`src/rtl/settle_pkg.sv`:
```
package settle_pkg;
  typedef logic [1:0] rail_t;
  localparam rail_t RAIL_NONE = 2'b00;
  localparam rail_t RAIL_ONE  = 2'b10;
  localparam rail_t RAIL_ZERO = 2'b01;

  typedef struct packed {
    logic gen;
    logic prop;
    logic kill;
  } bitclass_t;

  function automatic bitclass_t classify(input logic x, input logic y);
    bitclass_t c;
    c.gen  = x & y;
    c.prop = x ^ y;
    c.kill = ~(x | y);
    return c;
  endfunction

  function automatic rail_t seed_rail(input bitclass_t c);
    if (c.gen)       return RAIL_ONE;
    else if (c.kill) return RAIL_ZERO;
    else             return RAIL_NONE;
  endfunction

  function automatic logic is_known(input rail_t r);
    return r != RAIL_NONE;
  endfunction

  function automatic rail_t rail_of(input logic b);
    return b ? RAIL_ONE : RAIL_ZERO;
  endfunction
endpackage

```
`src/rtl/settle_cell.sv`:
```
module settle_cell
  import settle_pkg::*;
(
  input  logic      clk,
  input  logic      rst_n,
  input  logic      load,
  input  logic      step,
  input  bitclass_t cls,
  input  rail_t     below,
  output rail_t     state
);
  always_ff @(posedge clk) begin
    if (!rst_n)
      state <= RAIL_NONE;
    else if (load)
      state <= seed_rail(cls);
    else if (step && !is_known(state) && is_known(below))
      state <= below;
  end


  rail_legal_chk: assert property (@(posedge clk) disable iff (!rst_n)
    state != 2'b11);


  rail_hold_chk: assert property (@(posedge clk) disable iff (!rst_n)
    (is_known(state) && !load) |=> $stable(state));


  class_onehot_chk: assert property (@(posedge clk) disable iff (!rst_n)
    load |-> $onehot(cls));
endmodule

```
`src/rtl/settle_ctrl.sv`:
```
module settle_ctrl #(
  parameter int CW   = 4,
  parameter int MAXC = 9
) (
  input  logic          clk,
  input  logic          rst_n,
  input  logic          start,
  input  logic          all_known,
  output logic          load,
  output logic          step,
  output logic          run,
  output logic          done,
  output logic [CW-1:0] count
);
  assign done = run & all_known;
  assign load = start & (~run | all_known);
  assign step = run & ~all_known;

  always_ff @(posedge clk) begin
    if (!rst_n) begin
      run   <= 1'b0;
      count <= '0;
    end else if (load) begin
      run   <= 1'b1;
      count <= CW'(1);
    end else if (step) begin
      count <= count + CW'(1);
    end
  end


  count_range_chk: assert property (@(posedge clk) disable iff (!rst_n)
    done |-> (count >= CW'(1) && count <= CW'(MAXC)));


  count_step_chk: assert property (@(posedge clk) disable iff (!rst_n)
    (run && !all_known && !start) |=> count == $past(count) + CW'(1));


  done_hold_chk: assert property (@(posedge clk) disable iff (!rst_n)
    (done && !start) |=> done);
endmodule

```
`src/rtl/settle_adder.sv`:
```
module settle_adder
  import settle_pkg::*;
#(
  parameter int WIDTH = 8,
  localparam int CW   = $clog2(WIDTH + 2),
  localparam int MAXC = WIDTH + 1
) (
  input  logic             clk,
  input  logic             rst_n,
  input  logic             start,
  input  logic [WIDTH-1:0] a_in,
  input  logic [WIDTH-1:0] b_in,
  input  logic             carry_in,
  output logic [WIDTH-1:0] sum_out,
  output logic             carry_out,
  output logic             overflow,
  output logic             done,
  output logic [CW-1:0]    cycles
);
  logic [WIDTH-1:0] a_q, b_q, known_v, cin_v;
  logic             cin_q, load, step, run, all_known;
  rail_t            st    [WIDTH];
  rail_t            below [WIDTH];

  always_ff @(posedge clk) begin
    if (!rst_n) begin
      a_q   <= '0;
      b_q   <= '0;
      cin_q <= 1'b0;
    end else if (load) begin
      a_q   <= a_in;
      b_q   <= b_in;
      cin_q <= carry_in;
    end
  end

  for (genvar i = 0; i < WIDTH; i++) begin : g_bit
    if (i == 0) begin : g_lsb
      assign below[i] = rail_of(cin_q);
      assign cin_v[i] = cin_q;
    end else begin : g_upper
      assign below[i] = st[i-1];
      assign cin_v[i] = st[i-1][1];
    end
    assign known_v[i] = is_known(st[i]);

    settle_cell u_cell (
      .clk   (clk),
      .rst_n (rst_n),
      .load  (load),
      .step  (step),
      .cls   (classify(a_in[i], b_in[i])),
      .below (below[i]),
      .state (st[i])
    );
  end

  assign all_known = &known_v;

  settle_ctrl #(.CW(CW), .MAXC(MAXC)) u_ctrl (
    .clk       (clk),
    .rst_n     (rst_n),
    .start     (start),
    .all_known (all_known),
    .load      (load),
    .step      (step),
    .run       (run),
    .done      (done),
    .count     (cycles)
  );

  assign sum_out   = (a_q ^ b_q) ^ cin_v;
  assign carry_out = st[WIDTH-1][1];
  assign overflow  = carry_out ^ cin_v[WIDTH-1];


  sum_ok_chk: assert property (@(posedge clk) disable iff (!rst_n)
    done |-> {carry_out, sum_out} ==
      ({1'b0, a_q} + {1'b0, b_q} + (WIDTH+1)'(cin_q)));


  ovf_ok_chk: assert property (@(posedge clk) disable iff (!rst_n)
    done |-> overflow ==
      ((a_q[WIDTH-1] == b_q[WIDTH-1]) && (sum_out[WIDTH-1] != a_q[WIDTH-1])));


  busy_hold_chk: assert property (@(posedge clk) disable iff (!rst_n)
    (run && !done) |=> ($stable(a_q) && $stable(b_q) && $stable(cin_q)));
endmodule

```
`config.mk`:
```
export PLATFORM = sky130hd
export DESIGN_NAME = settle_adder
export DESIGN_NICKNAME = d
export VERILOG_FILES = /design/src/rtl/settle_pkg.sv /design/src/rtl/settle_cell.sv /design/src/rtl/settle_ctrl.sv /design/src/rtl/settle_adder.sv
export SDC_FILE = /design/constraint.sdc
export NUM_CORES = 1
export LEC_CHECK = 0
export BUFFER_PORTS_ARGS = -buffer_cell sky130_fd_sc_hd__buf_4
export CAP_MARGIN = 40
export CORE_AREA = 2 2 67 69
export CTS_BUF_LIST = sky130_fd_sc_hd__clkbuf_4 sky130_fd_sc_hd__clkbuf_8 sky130_fd_sc_hd__clkbuf_16
export CTS_CLUSTER_DIAMETER = 150
export CTS_CLUSTER_SIZE = 30
export DETAILED_ROUTE_END_ITERATION = 8
export DIE_AREA = 0 0 69 71
export PLACE_DENSITY = 0.72
export SLEW_MARGIN = 20
export SYNTH_ARGS = -nofsm -noshare
export SYNTH_HDL_FRONTEND = slang
export SYNTH_SLANG_ARGS = --single-unit
```
`constraint.sdc`:
```
create_clock -name clk -period 3.8 [get_ports clk]
set_input_delay 0.19 -clock clk [delete_from_list [all_inputs] [get_ports clk]]
set_output_delay 0.19 -clock clk [all_outputs]
set_load 0.02 [all_outputs]
```
==> run_results.csv, run 1 <==
group,metric,value,unit
run_status,outcome,"finished, final reports clean",
global_route,grt_pass1_wl,7400,µm
synth,avgSynthCellArea,8.08,µm²
timing,grt_setup_unrepaired,"no",
floorplanning,die_w,69,µm
drt,wl_per_cell,13.7,µm
timing,max_freq,490,MHz
power_and_ir_drop,vdd_drop_max,0.000197,V
power_and_ir_drop,clockPowerShare,28.7,%
clock_tree,clock-sinks,38,
drt,viasPerCell,5.73,
synth,async_flop_share,0,%
timing,slew_violations,0,
synth,syn_nets,268,
clock_tree,cts_buffer_depth,2,
clock_tree,cts_hold_buf,0,
critical_path,cp-start-kind,"flop",
floorplanning,fp.coreArea,4200,µm²
clock_tree,numCtsBuffers,5,
critical_path,reg2regPathDepth,4,
synth,synth_area,2000,µm²
drt,post-route-drc-count,0,
clock_tree,tritoncts,"done",
synth,ys_ff_latch,38,
clock_tree,cts-root-buf,"clkbuf_8",
synth,synthFlopType,"dfxtp_1",
final_layout,mostFrequentLayoutCells,"dfxtp_1 (38), buf_4 (35), o21ai_0 (31)",
drt,wirelength,4370,µm
synth,synth-compound-area-share,20.3,%
synth,synth_warnings,0,
final_layout,layout.nets,289,
floorplanning,die_h,71,µm
synth,synth_top_family_by_area,"simple AND/OR/NAND/NOR gates",
synth,synth_simple_gate_area_share,27.4,%
hold_path,whs_path_depth,3,
hold_path,hold_class,"input pin to flop",
place,numPortBuffers,34,
floorplanning,placementRows,24,
floorplanning,die-area,4900,µm²
clock_tree,cts_max_level,2,
timing,timing.setup.tns,0,ns
job,drv_cap,0,
critical_path,crit_fanout,21,
synth,muxShareOfSynthArea,1.00,%
drt,postRouteAntennaNets,0,
timing,period_minus_slack,2.04,ns
global_route,grt_max_degree,63,
critical_path,cp.arrival,2.18,ns
drt,drt_pass1_iterations,4,
critical_path,crit_path_cell_trace,"o22ai_2 > o41ai_4 > and2_1 > o21ai_0",
global_route,grt_overflow,0,
synth,synthDistinctLibCells,44,
clock_tree,postCtsSetupRepairBufs,0,
synth,synth_seq_area_share,38.1,%
power_and_ir_drop,leakage,0.894,nW
critical_path,cpPeakStageDelay,0.65,ns
timing,hold_violations,0,
place,place_hpwl,2790,µm
synth,synth_xor_area_share,7.46,%
clock_tree,ctsResizeCount,0,
timing,worst_pin_slew,0.803,ns
synth,netlist_instances,247,
timing,slew_headroom,46.5,%
global_route,grtUsageTotal,18.5,%
global_route,antenna_found_initial,0,
timing,fin_crit_sh,53.7,%
timing,worst_clock_skew,0.00983,ns
critical_path,worstSetupPathType,"flop to flop",
synth,synth_edf_count,0,
clock_tree,clock_latency,0.29,ns
final_layout,area_delta_synth_final,15.8,%
power_and_ir_drop,power,911,µW
drt,via_count,1832,
power_and_ir_drop,power_density,394,nW/µm²
power_and_ir_drop,seqPwrFrac,50.0,%
critical_path,crit_path_end_kind,"flop",
final_layout,n_antenna_cell,0,
clock_tree,clk_pin_slew,0.08,ns
drt,drt_iter0_markers,119,
timing,setup_violations,0,
critical_path,cp_slowest_cell,"and2_1",
power_and_ir_drop,switching_share,30.2,%
final_layout,final_common_cell,"dfxtp_1",
power_and_ir_drop,p_sw,275,µW
place,gp_congestion,0.751,
power_and_ir_drop,p_int,636,µW
power_and_ir_drop,p_comb_share,21.4,%
synth,yosys.area_share.adder,0.627,%
floorplanning,num_io_pins,35,
global_route,grt_pass1_vias,1564,
floorplanning,initial_utilization,47.5,%
final_layout,drive_gt1_share,16.4,%
critical_path,critPathRequiredTime,3.94,ns
-- per-stage QoR --
stage | setup WS (ns) | std cells | utilization, % | area (µm²) | hold slack [ns]
CTS | 1.75 | 320 | 55.0 | 2310 | 0.140
detailed placement | 1.76 | 313 | 53.1 | 2230 | 0.439
floorplan | 2.04 | 247 | - | 2000 | 0.332
global placement | 1.80 | 313 | 53.1 | 2230 | 0.434
finish | 1.76 | 320 | 55.0 | 2310 | 0.143
global route | 1.56 | 320 | 55.0 | 2310 | 0.152
-- worst paths after layout --
path | to | slack, ns | start
worst max-delay path | a_q[2] | 1.76 | g_bit[6].u_cell.state[1]
worst min register to register | a_q[0] | 0.47 | a_q[0]
worst min-delay path | b_q[7] | 0.14 | b_in[7]
worst max register to register | a_q[2] | 1.76 | g_bit[6].u_cell.state[1]
-- registers in the layout, summed over array words and instances (netlist names) --
signal	flops
g_bit.u_cell.state	16
u_ctrl.run	1
cin_q	1
b_q	8
u_ctrl.count	4
a_q	8
-- area by class of cell --
type | count | area (µm²)
Timing Repair Buffer | 35 | 263
Tap cell | 52 | 65.1
Clock inverter | 2 | 10.0
Inverter | 3 | 11.3
Fill cell | 404 | 1890
Multi-Input combinational cell | 185 | 1130
Sequential cell | 38 | 761
Clock buffer | 5 | 68.8
-- per-layer routing --
layer	global-route usage, %	vias to the layer above	wire length, µm
li1	-	930	-
met1	26.1	854	2210
met2	27.6	41	1920
met3	4.42	7	168
met4	7.19	0	70
met5	0	-	0
-- Yosys cell counts (all sizes together), types with 4 or more instances --
master | number | area share [%]
and3 | 5 | 1.6
buf | 7 | 1.9
clkbuf | 14 | 2.7
dfxtp | 38 | 38
nand2 | 28 | 5.3
nand3 | 8 | 2.0
nand4 | 19 | 6.0
nor2 | 12 | 2.3
nor2b | 7 | 2.2
nor3 | 13 | 3.3
o21ai | 32 | 8.0
o22ai | 4 | 1.6
o31ai | 6 | 2.3
xnor2 | 16 | 7.0
-- cells by family (layout without fill, tap and decap cells) --
| family | Yosys count | count (layout) |
|---|---|---|
| AOI/OAI and AO/OA | 60 | 60 |
| xor gates and xnor gates | 17 | 17 |
| adders and majority gates | 1 | 1 |
| buffers and inverters | 24 | 45 |
| DFF | 38 | 38 |
| muxes | 2 | 2 |
| and+or+nand+nor | 105 | 105 |
-- worst max-delay path: cells and delay by family (launching register included) --
kind               cells  cell delay, ns
DFF                    1            0.48
AOI/OAI and AO/OA      3            0.75
and+or+nand+nor        1            0.65
-- power groups by stage --
stage	combinational, mW	sequential [mW]	clock [mW]
final	0.195	0.455	0.261
after global routing	0.212	0.461	0.284
after CTS	0.195	0.455	0.267
after detailed placement	0.194	0.465	0
after global placement	0.194	0.464	0
after floorplan	0.133	0.457	0
(Power assumes the default switching activity.)
==> run 2: changes to the inputs <==
--- a/config.mk
+++ b/config.mk
@@ -13,7 +13,7 @@
 export CTS_CLUSTER_SIZE = 30
 export DETAILED_ROUTE_END_ITERATION = 8
 export DIE_AREA = 0 0 69 71
-export PLACE_DENSITY = 0.72
+export PLACE_DENSITY = 0.75
 export SLEW_MARGIN = 20
 export SYNTH_ARGS = -nofsm -noshare
 export SYNTH_HDL_FRONTEND = slang
==> constraint.sdc (replaced) <==
create_clock -name clk -period 1.8 [get_ports clk]
set_input_delay 0.09 -clock clk [delete_from_list [all_inputs] [get_ports clk]]
set_output_delay 0.09 -clock clk [all_outputs]
set_load 0.02 [all_outputs]
==> run_results.csv, run 2 (synthesis results as in run 1) <==
group,metric,value,unit
hold_path,hold_class,"input pin to flop",
floorplanning,initial_utilization,47.5,%
clock_tree,clock-sinks,38,
critical_path,cpPeakStageDelay,0.38,ns
timing,max_freq,586,MHz
critical_path,crit_path_end_kind,"flop",
power_and_ir_drop,power_density,803,nW/µm²
drt,post-route-drc-count,0,
clock_tree,numCtsBuffers,5,
place,place_hpwl,3290,µm
global_route,grt_overflow,0,
drt,via_count,1895,
timing,setup_violations,0,
clock_tree,cts_hold_buf,0,
critical_path,crit_fanout,7,
final_layout,reg_top3,"g_bit.u_cell.state x16, a_q x8, b_q x8",
timing,worst_clock_skew,0.00509,ns
clock_tree,tritoncts,"done",
timing,worst_pin_slew,0.568,ns
power_and_ir_drop,vdd_drop_max,0.000428,V
place,place_inst,333,
final_layout,drive_gt1_share,22.8,%
drt,drt_iter0_markers,159,
floorplanning,die_w,69,µm
timing,fin_crit_sh,94.8,%
final_layout,layout.nets,311,
critical_path,crit_path_cell_trace,"o22ai_1 > o41ai_4 > buf_4 > buf_4 > a21oi_1 > o31a_1",
drt,wirelength,4590,µm
floorplanning,die_h,71,µm
global_route,grt_pass1_wl,7940,µm
timing,slew_headroom,62.1,%
global_route,antenna_found_initial,0,
critical_path,critPathRequiredTime,1.98,ns
final_layout,area_delta_synth_final,25.6,%
global_route,grt_pass1_vias,1685,
drt,drt_pass1_iterations,4,
final_layout,regMostFlops,"g_bit.u_cell.state",
floorplanning,fp.coreArea,4200,µm²
final_layout,final_common_cell,"buf_4",
critical_path,critPathBufInv,2,
clock_tree,cts-root-buf,"clkbuf_8",
run_status,outcome,"finished, final reports clean",
critical_path,cp-start-kind,"flop",
timing,grt_setup_unrepaired,"no",
job,drv_cap,0,
timing,hold_violations,0,
final_layout,stdcell_count,342,
timing,slew_violations,0,
critical_path,cp_slowest_cell,"dfxtp_1",
final_layout,n_antenna_cell,0,
critical_path,cp_common_cell,"buf_4",
place,numPortBuffers,34,
final_layout,largest_register_ffs,16,
clock_tree,cts_max_level,2,
final_layout,fin_area,2510,µm²
place,place_area,2410,µm²
floorplanning,placementRows,24,
final_layout,mostFrequentLayoutCells,"buf_4 (55), dfxtp_1 (38), o21ai_0 (31)",
clock_tree,cts_buffer_depth,2,
critical_path,worstSetupPathType,"flop to flop",
floorplanning,die-area,4900,µm²
critical_path,r2r_setup_slack,0.09,ns
timing,timing.setup.tns,0,ns
drt,viasPerCell,5.54,
drt,postRouteAntennaNets,0,
power_and_ir_drop,leakage,1.01,nW
critical_path,cp.arrival,1.88,ns
critical_path,critical-path-top-delay-family,"compound AO/OA/AOI/OAI gates",
clock_tree,clk_pin_slew,0.07,ns
place,gp_congestion,0.820,
global_route,grtUsageTotal,19.7,%
global_route,grt_max_degree,63,
clock_tree,clock_latency,0.29,ns
floorplanning,num_io_pins,35,
drt,wl_per_cell,13.4,µm
timing,period_minus_slack,1.71,ns
[run 2: what timing repair did]
item | in CTS | in global routing
setup endpoints to repair | 0 | 11
setup buffers | 0 | 2
resized for setup | 0 | 0
[run 2: where the power goes]
group / total (mW) / leakage (nW) / switching, mW / internal [mW]
Sequential: 0.937 / 0.312 / 0.0403 / 0.897
Combinational: 0.499 / 0.657 / 0.263 / 0.236
Clock: 0.576 / 0.0452 / 0.279 / 0.297
Total: 2.01 / 1.01 / 0.582 / 1.43
[run 2: worst paths after layout]
kind / cells after the start / to / from
setup reg to reg: 6 / g_bit[5].u_cell.state[1] / g_bit[2].u_cell.state[0]
hold reg to reg: 2 / b_q[6] / b_q[6]
setup / recovery: 6 / g_bit[5].u_cell.state[1] / g_bit[2].u_cell.state[0]
hold / removal: 3 / a_q[4] / a_in[4]
[run 2: final cells by class]
type | count | area, µm²
fillers | 377 | 1700
multi-input cells | 185 | 1130
flip-flops and latches | 38 | 761
repair buffers | 57 | 453
clock buffers | 7 | 83.8
well taps | 52 | 65.1
inverters | 3 | 11.3
[run 2: tightest hold or removal path: stages]
cell,delay [ns]
buf_4,0.08
nand4_1,0.06
o21ai_0,0.07
[run 2: through the flow]
stage                     hold slack [ns]  setup WS (ns)  utilization, %  power, mW
after detailed placement            0.342         0.0184            57.3       1.45
after global routing               0.0487        0.00731            59.6       2.11
final                              0.0477         0.0934            59.6       2.01
after global placement              0.339          0.103            57.3       1.44
after CTS                          0.0455         0.0108            59.3       2.02
after floorplan                     0.232         0.0361               -       1.25
[run 2: per-layer routing]
layer	share of wire, %	global-route usage (%)
met1	49	28.5
met2	45	29.2
met3	4.5	4.13
met4	1.6	7.19
met5	0	0
